<file path="src/rtl/tx_req_pkg.sv">
package tx_req_pkg;
  typedef enum logic [1:0] {
    END_NONE = 2'd0,
    END_OK   = 2'd1,
    END_FAIL = 2'd2
  } end_kind_e;
endpackage

</file>
<file path="src/rtl/txr_pick.sv">
module txr_pick #(
  parameter int NBUF = 8,
  parameter int IDXW = 3
) (
  input  logic [NBUF-1:0] req_i,
  output logic            found_o,
  output logic [IDXW-1:0] idx_o
);
  always_comb begin
    found_o = 1'b0;
    idx_o   = '0;
    for (int i = NBUF - 1; i >= 0; i--) begin
      if (req_i[i]) begin
        found_o = 1'b1;
        idx_o   = IDXW'(i);
      end
    end
  end
endmodule

</file>
<file path="src/rtl/txr_flight.sv">
module txr_flight
  import tx_req_pkg::*;
#(
  parameter int IDXW = 3
) (
  input  logic            clk,
  input  logic            rst_n,
  input  logic            start_i,
  input  logic [IDXW-1:0] start_idx_i,
  input  logic            end_ok_i,
  input  logic            end_fail_i,
  input  logic [IDXW-1:0] end_idx_i,
  output logic            busy_o,
  output logic [IDXW-1:0] busy_idx_o,
  output end_kind_e       end_kind_o
);
  logic match;
  assign match = busy_o && (end_idx_i == busy_idx_o);

  always_comb begin
    end_kind_o = END_NONE;
    if (match && end_ok_i)        end_kind_o = END_OK;
    else if (match && end_fail_i) end_kind_o = END_FAIL;
  end

  always_ff @(posedge clk or negedge rst_n) begin
    if (!rst_n) begin
      busy_o     <= 1'b0;
      busy_idx_o <= '0;
    end else if (start_i) begin
      busy_o     <= 1'b1;
      busy_idx_o <= start_idx_i;
    end else if (end_kind_o != END_NONE) begin
      busy_o     <= 1'b0;
    end
  end

  // an event that does not match keeps the flight state
  a_r10_mismatch_keeps_busy: assert property (@(posedge clk) disable iff (!rst_n)
    (busy_o && (end_ok_i || end_fail_i) && end_idx_i != busy_idx_o) |=> busy_o);
  // a start is only accepted while idle
  a_r4_start_when_idle: assert property (@(posedge clk) disable iff (!rst_n)
    start_i |-> !busy_o);
endmodule

</file>
<file path="src/rtl/txr_flag_cell.sv">
module txr_flag_cell (
  input  logic clk,
  input  logic rst_n,
  input  logic wr_i,
  input  logic wr_req_i,
  input  logic wr_nd_i,
  input  logic start_i,
  input  logic no_retry_i,
  input  logic ok_i,
  output logic req_o,
  output logic nd_o
);
  always_ff @(posedge clk or negedge rst_n) begin
    if (!rst_n) begin
      req_o <= 1'b0;
      nd_o  <= 1'b0;
    end else if (ok_i) begin
      req_o <= 1'b0;
      nd_o  <= 1'b0;
    end else if (start_i) begin
      if (no_retry_i) req_o <= 1'b0;
    end else if (wr_i) begin
      req_o <= wr_req_i;
      nd_o  <= wr_nd_i;
    end
  end

  // dropping the pending flag at start leaves fresh-data alone
  a_r5_nd_kept_on_start: assert property (@(posedge clk) disable iff (!rst_n)
    (start_i && !ok_i) |=> nd_o == $past(nd_o));
endmodule

</file>
<file path="src/rtl/tx_req_ctrl.sv">
module tx_req_ctrl
  import tx_req_pkg::*;
#(
  parameter int NBUF = 8,
  parameter int IDXW = (NBUF > 1) ? $clog2(NBUF) : 1
) (
  input  logic            clk,
  input  logic            rst_n,
  input  logic            no_retry,
  input  logic            cpu_we,
  input  logic [IDXW-1:0] cpu_idx,
  input  logic            cpu_req,
  input  logic            cpu_nd,
  output logic            offer_valid,
  output logic [IDXW-1:0] offer_idx,
  input  logic            offer_ready,
  input  logic            end_ok,
  input  logic            end_fail,
  input  logic [IDXW-1:0] end_idx,
  output logic            busy,
  output logic [IDXW-1:0] busy_idx,
  output logic [NBUF-1:0] txreq_o,
  output logic [NBUF-1:0] newdat_o
);
  logic      found;
  logic      hs;
  logic      blocked;
  end_kind_e end_kind;

  txr_pick #(.NBUF(NBUF), .IDXW(IDXW)) u_pick (
    .req_i(txreq_o), .found_o(found), .idx_o(offer_idx)
  );

  assign offer_valid = found && !busy;
  assign hs          = offer_valid && offer_ready;
  assign blocked     = (busy && cpu_idx == busy_idx) || (hs && cpu_idx == offer_idx);

  txr_flight #(.IDXW(IDXW)) u_flight (
    .clk(clk), .rst_n(rst_n),
    .start_i(hs), .start_idx_i(offer_idx),
    .end_ok_i(end_ok), .end_fail_i(end_fail), .end_idx_i(end_idx),
    .busy_o(busy), .busy_idx_o(busy_idx), .end_kind_o(end_kind)
  );

  for (genvar i = 0; i < NBUF; i++) begin : g_buf
    logic sel_wr, sel_start, sel_ok;
    assign sel_wr    = cpu_we && !blocked && (cpu_idx == IDXW'(i));
    assign sel_start = hs && (offer_idx == IDXW'(i));
    assign sel_ok    = (end_kind == END_OK) && (busy_idx == IDXW'(i));
    txr_flag_cell u_cell (
      .clk(clk), .rst_n(rst_n),
      .wr_i(sel_wr), .wr_req_i(cpu_req), .wr_nd_i(cpu_nd),
      .start_i(sel_start), .no_retry_i(no_retry), .ok_i(sel_ok),
      .req_o(txreq_o[i]), .nd_o(newdat_o[i])
    );
  end

  // no pending buffer below the offered one
  a_r3_lowest_first: assert property (@(posedge clk) disable iff (!rst_n)
    offer_valid |-> (txreq_o & ((NBUF'(1) << offer_idx) - NBUF'(1))) == '0);
  // nothing is offered while a buffer is in flight
  a_r4_no_offer_busy: assert property (@(posedge clk) disable iff (!rst_n)
    busy |-> !offer_valid);
  // start in no-retry mode drops the pending flag
  a_r5_drop_on_start: assert property (@(posedge clk) disable iff (!rst_n)
    (hs && no_retry) |=> !txreq_o[$past(offer_idx)]);
  // success clears the fresh-data flag and the flight
  a_r6_clear_on_ok: assert property (@(posedge clk) disable iff (!rst_n)
    (busy && end_ok && end_idx == busy_idx) |=> (!newdat_o[$past(end_idx)] && !busy));
  // events while idle touch no flag
  a_r10_idle_event: assert property (@(posedge clk) disable iff (!rst_n)
    ((end_ok || end_fail) && !busy && !cpu_we) |=> $stable(newdat_o));
  // a write to the in-flight buffer is not taken
  a_r9_write_blocked: assert property (@(posedge clk) disable iff (!rst_n)
    (busy && cpu_we && cpu_idx == busy_idx && !(end_ok && end_idx == busy_idx))
      |=> newdat_o[$past(cpu_idx)] == $past(newdat_o[cpu_idx]));
endmodule

</file>
<file path="config.mk">
export PLATFORM = sky130hd
export DESIGN_NAME = tx_req_ctrl
export DESIGN_NICKNAME = d
export VERILOG_FILES = /design/src/rtl/tx_req_pkg.sv /design/src/rtl/txr_pick.sv /design/src/rtl/txr_flight.sv /design/src/rtl/txr_flag_cell.sv /design/src/rtl/tx_req_ctrl.sv
export SDC_FILE = /design/constraint.sdc
export NUM_CORES = 1
export LEC_CHECK = 0
export BUFFER_PORTS_ARGS = -buffer_cell sky130_fd_sc_hd__buf_2
export CAP_MARGIN = 15
export CORE_ASPECT_RATIO = 1.75
export CORE_MARGIN = 5
export CORE_UTILIZATION = 49
export CTS_CLUSTER_DIAMETER = 30
export DETAILED_ROUTE_END_ITERATION = 16
export PLACE_DENSITY = 0.75
export SYNTH_ARGS = -nofsm -noshare
export SYNTH_HDL_FRONTEND = slang
export SYNTH_SLANG_ARGS = --single-unit
</file>
<file path="constraint.sdc">
create_clock -name clk -period 2.65 [get_ports clk]
set_input_delay 0.53 -clock clk [delete_from_list [all_inputs] [get_ports clk]]
set_output_delay 0.53 -clock clk [all_outputs]
set_load 0.1 [all_outputs]
</file>
Word-level counts from Yosys, hierarchy flattened

Index checks and enable logic that the tools add are counted.

Equal/unequal tests: 41
Mux-type cells: 69
Reduce and logical (&&, ||, !) cells: 72

Operator list:

| operator             | count |
|---|---|
| $mux W1              | 59 |
| $eq A3 B3 Y1 const B | 12 |
| $logic_and A1 B1 Y1  | 32 |
| $reduce_and A2 Y1    | 16 |
| $mux W3              | 8 |
| $ne A3 B2 Y1 const B | 8 |
| $reduce_bool A3 Y1   | 8 |
| $reduce_bool A2 Y1   | 10 |
| $eq A3 B2 Y1 const B | 6 |
| $ne A2 B1 Y1 const B | 8 |
| $eq A3 B1 Y1 const B | 3 |
| $eq A3 B3 Y1         | 3 |
| $logic_not A3 Y1     | 3 |
| $mux W2              | 2 |
| $eq A2 B1 Y1 const B | 1 |
| $logic_not A1 Y1     | 2 |
| $logic_or A1 B1 Y1   | 1 |

Register bits: 20
Bits of input ports: 15
Output and inout bits: 24
Word-level logic and storage cells: 200

Longest topological paths before layout

Word-level depth: 18
Gate-level depth with buffers: 6
Gate-level depth less buffers: 6

Modules after synthesis

A second synthesis with hierarchy kept.

Cell total of the unflattened synthesis: 157
Area total of the unflattened synthesis: 1445.1 um^2

Modules (own cells, without submodules):

| module        | instances | cells each | area an instance (um^2) | seq. area each (um^2) |
|---|---|---|---|---|
| txr_flag_cell | 8         | 9          | 96.3                    | 50.0 |
| tx_req_ctrl   | 1         | 55         | 385.4                   | 0.0 |
| txr_flight    | 1         | 17         | 209.0                   | 100.1 |
| txr_pick      | 1         | 13         | 80.1                    | 0.0 |

Worst setup path before layout

OpenSTA, ideal clock, no wires.

Path kind: reg2out
Start: register g_buf[5].u_cell.req_o
End: output offer_idx[1]
Arrival time: 2.962 ns
Data required time: 2.120 ns
Setup slack: -0.842 ns
Stages on the path, launching flop included: 4
Buffers on the path: 0
Path through: dfrtp_1 > or2_2 > o21a_1 > nor3_1

Longest elaborated chain between the ends: 6

Ends and longest elaborated chain:

| element                | RTL line            | source |
|---|---|---|
| start, declared        | txr_flag_cell.sv:10 | `output logic req_o,` |
| start signal, assigned | txr_flag_cell.sv:23 | `req_o <= wr_req_i;` |
| $mux W3 (6 in a row)   | txr_pick.sv:13      | `if (req_i[i]) begin` |
| end, declared          | tx_req_ctrl.sv:15   | `output logic [IDXW-1:0] offer_idx,` |

Every way passes these cells.

Worst setup path after layout

Start: register g_buf[2].u_cell.req_o
End: output offer_idx[0]

Longest elaborated chain between the ends: 3

Ends and longest elaborated chain:

| element                | RTL line |
|---|---|
| start, declared        | txr_flag_cell.sv:10 |
| start signal, assigned | txr_flag_cell.sv:23 |
| $mux W3 (3 in a row)   | txr_pick.sv:13 |

Every way passes these cells.

==> results.yml <==
final_layout:
  insertedDiodeCount: 0
  fin_util_pct: 57.8
  n_fill_cell: 291
  nNetsFinal: 232
  stdcell_area_um2: 1780
  final_common_cell: "buf_2"
  area_growth_pct: 15.4
  mostFrequentLayoutCells: "buf_2, nand2_1, dfrtp_1"
  final_layout_size_suffix_gt1_share_pct: 29.2
die:
  die_h_um: 84.1
  die_w_um: 52.4
  die-area_um2: 4410
  start_util_pct: 50.1
  core_area_um2: 3070
  ios: 39
  num_rows: 27
placed_design:
  gp_congestion: 1.03
  port_buffers: 38
  place_area_um2: 1700
  dp_hpwl_um: 3420
  place_ws_ns: 0.434
cts:
  root_buffer: "clkbuf_8"
  postCtsHoldBufs: 0
  cts_buffers: 3
  clk_latency_ns: 0.27
  clkTransAtPathRegs_ns: 0.08
  clock_path_buffers: 2
  postCtsSetupBuffers: 0
  cts_tree: "built"
  clock-sinks: 20
  ctsResizeCount: 0
  htreeDepth: 1
synth:
  synth_area_um2: 1540
  postSynth.asyncResetShare_pct: 100
  synth_top_area_share_pct: 32.5
  synth_edf_count: 0
  synthesis.nets: 205
  avgSynthCellArea_um2: 8.10
  yosys.area.top_type: "dfrtp_1"
  yosys_warnings: 0
  synthFlopType: "dfrtp_1"
  synthCells: 190
  synth_cell_types: 44
  ys_top_cells_by_area: "dfrtp_1, buf_4, nand2_1"
  ys_seq_area_share_pct: 32.5
  synth-seq-cells: 20
global_routing:
  grt_usage_pct: 21.8
  grt_max_degree: 21
  grt_pass1_vias: 1552
  grt_antenna_before_repair: 0
  grt_pass1_wl_um: 7250
  globalRouteOverflowTotal: 0
drt:
  first_pass_iters: 4
  drt_iter0_drc: 78
  ant_nets: 0
  vias: 1557
  drt-total-wl_um: 4380
  drc: 0
  avgRoutedWirePerCell_um: 16.9
  viasPerCell: 6.01
setup_path:
  required_ns: 2.12
  cp.arrival_ns: 1.99
  critical_path_class: "reg -> out"
  rrSetupSlack_ns: 0.41
  cp-end-kind: "output port"
  crit_path_start_kind: "register"
  cp_max_fo: 8
timing:
  relSlewSlack_pct: 67.2
  fin_worst_skew_ns: 0.00398
  setup_ws_ns: 0.135
  worst_pin_slew_ns: 0.488
  setup_violations: 0
  hold_violations: 0
  finalCritPeriodShare_pct: 94.9
  max_freq_mhz: 398
  fin_crit_ns: 2.52
  finalSetupTns_ns: 0
  slew_violations: 0
  rsz0062_at_grt: "no"
hold_path:
  hp-class: "in -> async"
job:
  cap_violations: 0
outcome:
  outcome: "finished clean"
[Yosys cell counts, drive strengths merged, types with 2 or more instances]
library cell  count
o211ai            2
nor4              3
a311oi            2
xnor2             2
nor2             11
dfrtp            20
and2              2
o21a              4
a21oi            11
mux2i             7
o21bai            2
nor3              8
a211oi            6
buf              20
and3              3
nor2b             9
xor2              3
nand4             3
nand4b            2
o21ai             6
inv               6
nand2            25
clkbuf            5
nand3            13
nor3b             2
[path summary, 6_finish.rpt]
| kind | from | to | depth (start not counted) |
|---|---|---|---|
| min | rst_n | g_buf[6].u_cell.req_o$_DFFE_PN0P_ | 1 |
| max | g_buf[2].u_cell.req_o$_DFFE_PN0P_ | offer_idx[0] | 5 |
| max reg2reg | g_buf[3].u_cell.req_o$_DFFE_PN0P_ | g_buf[6].u_cell.req_o$_DFFE_PN0P_ | 5 |
| min reg2reg | g_buf[0].u_cell.nd_o$_DFFE_PN0P_ | g_buf[0].u_cell.nd_o$_DFFE_PN0P_ | 2 |
| max in group asynchronous | rst_n | g_buf[7].u_cell.req_o$_DFFE_PN0P_ | 1 |
| min in group clk | g_buf[0].u_cell.nd_o$_DFFE_PN0P_ | g_buf[0].u_cell.nd_o$_DFFE_PN0P_ | 2 |
[worst max-delay path: stages (launching register included)]
cell and delay (ns):
dfrtp_1 0.47, nor2b_1 0.41, o21ba_2 0.22, nor2_1 0.06, inv_1 0.12, buf_2 0.44
[layout make-up]
cell class | instances | area, um2 | area share [%]
multi-input combinational | 139 | 870 | 49.0
sequential | 20 | 500 | 28.2
timing repair buffer | 47 | 258 | 14.5
tap | 43 | 53.8 | 3.03
clock buffer | 3 | 41.3 | 2.33
clock inverter | 1 | 30.0 | 1.69
inverter | 6 | 22.5 | 1.27
[cells by family (layout without fill, tap and decap cells)]
group,Yosys count,after routing,synth area share (%)
simple gates,87,87,30.1
compound gates,39,39,17.2
buf+inv,31,57,12.0
xor+xnor,5,5,2.85
flops,20,20,32.5
mux,8,8,5.28
[registers in the layout (all words and copies together) (netlist names)]
signal	cells
g_buf.u_cell.nd_o	8
g_buf.u_cell.req_o	8
u_flight.busy_idx_o	3
u_flight.busy_o	1
[routing by layer]
layer	global-route usage, %	share of wire, %
met5	0	0
met4	14.0	5.0
met3	3.37	6.4
met2	36.3	53
met1	24.6	36
[metrics by stage]
stage               hold slack (ns)  cells
floorplan                     0.234    190
global route                  0.227    259
global placement              0.510    255
CTS                           0.220    259
detailed placement            0.512    255
finish                        0.196    259
Power is left out: the tool's default activity adds up to more than one toggle a clock period on the data nets, which glitch-free logic cannot reach.
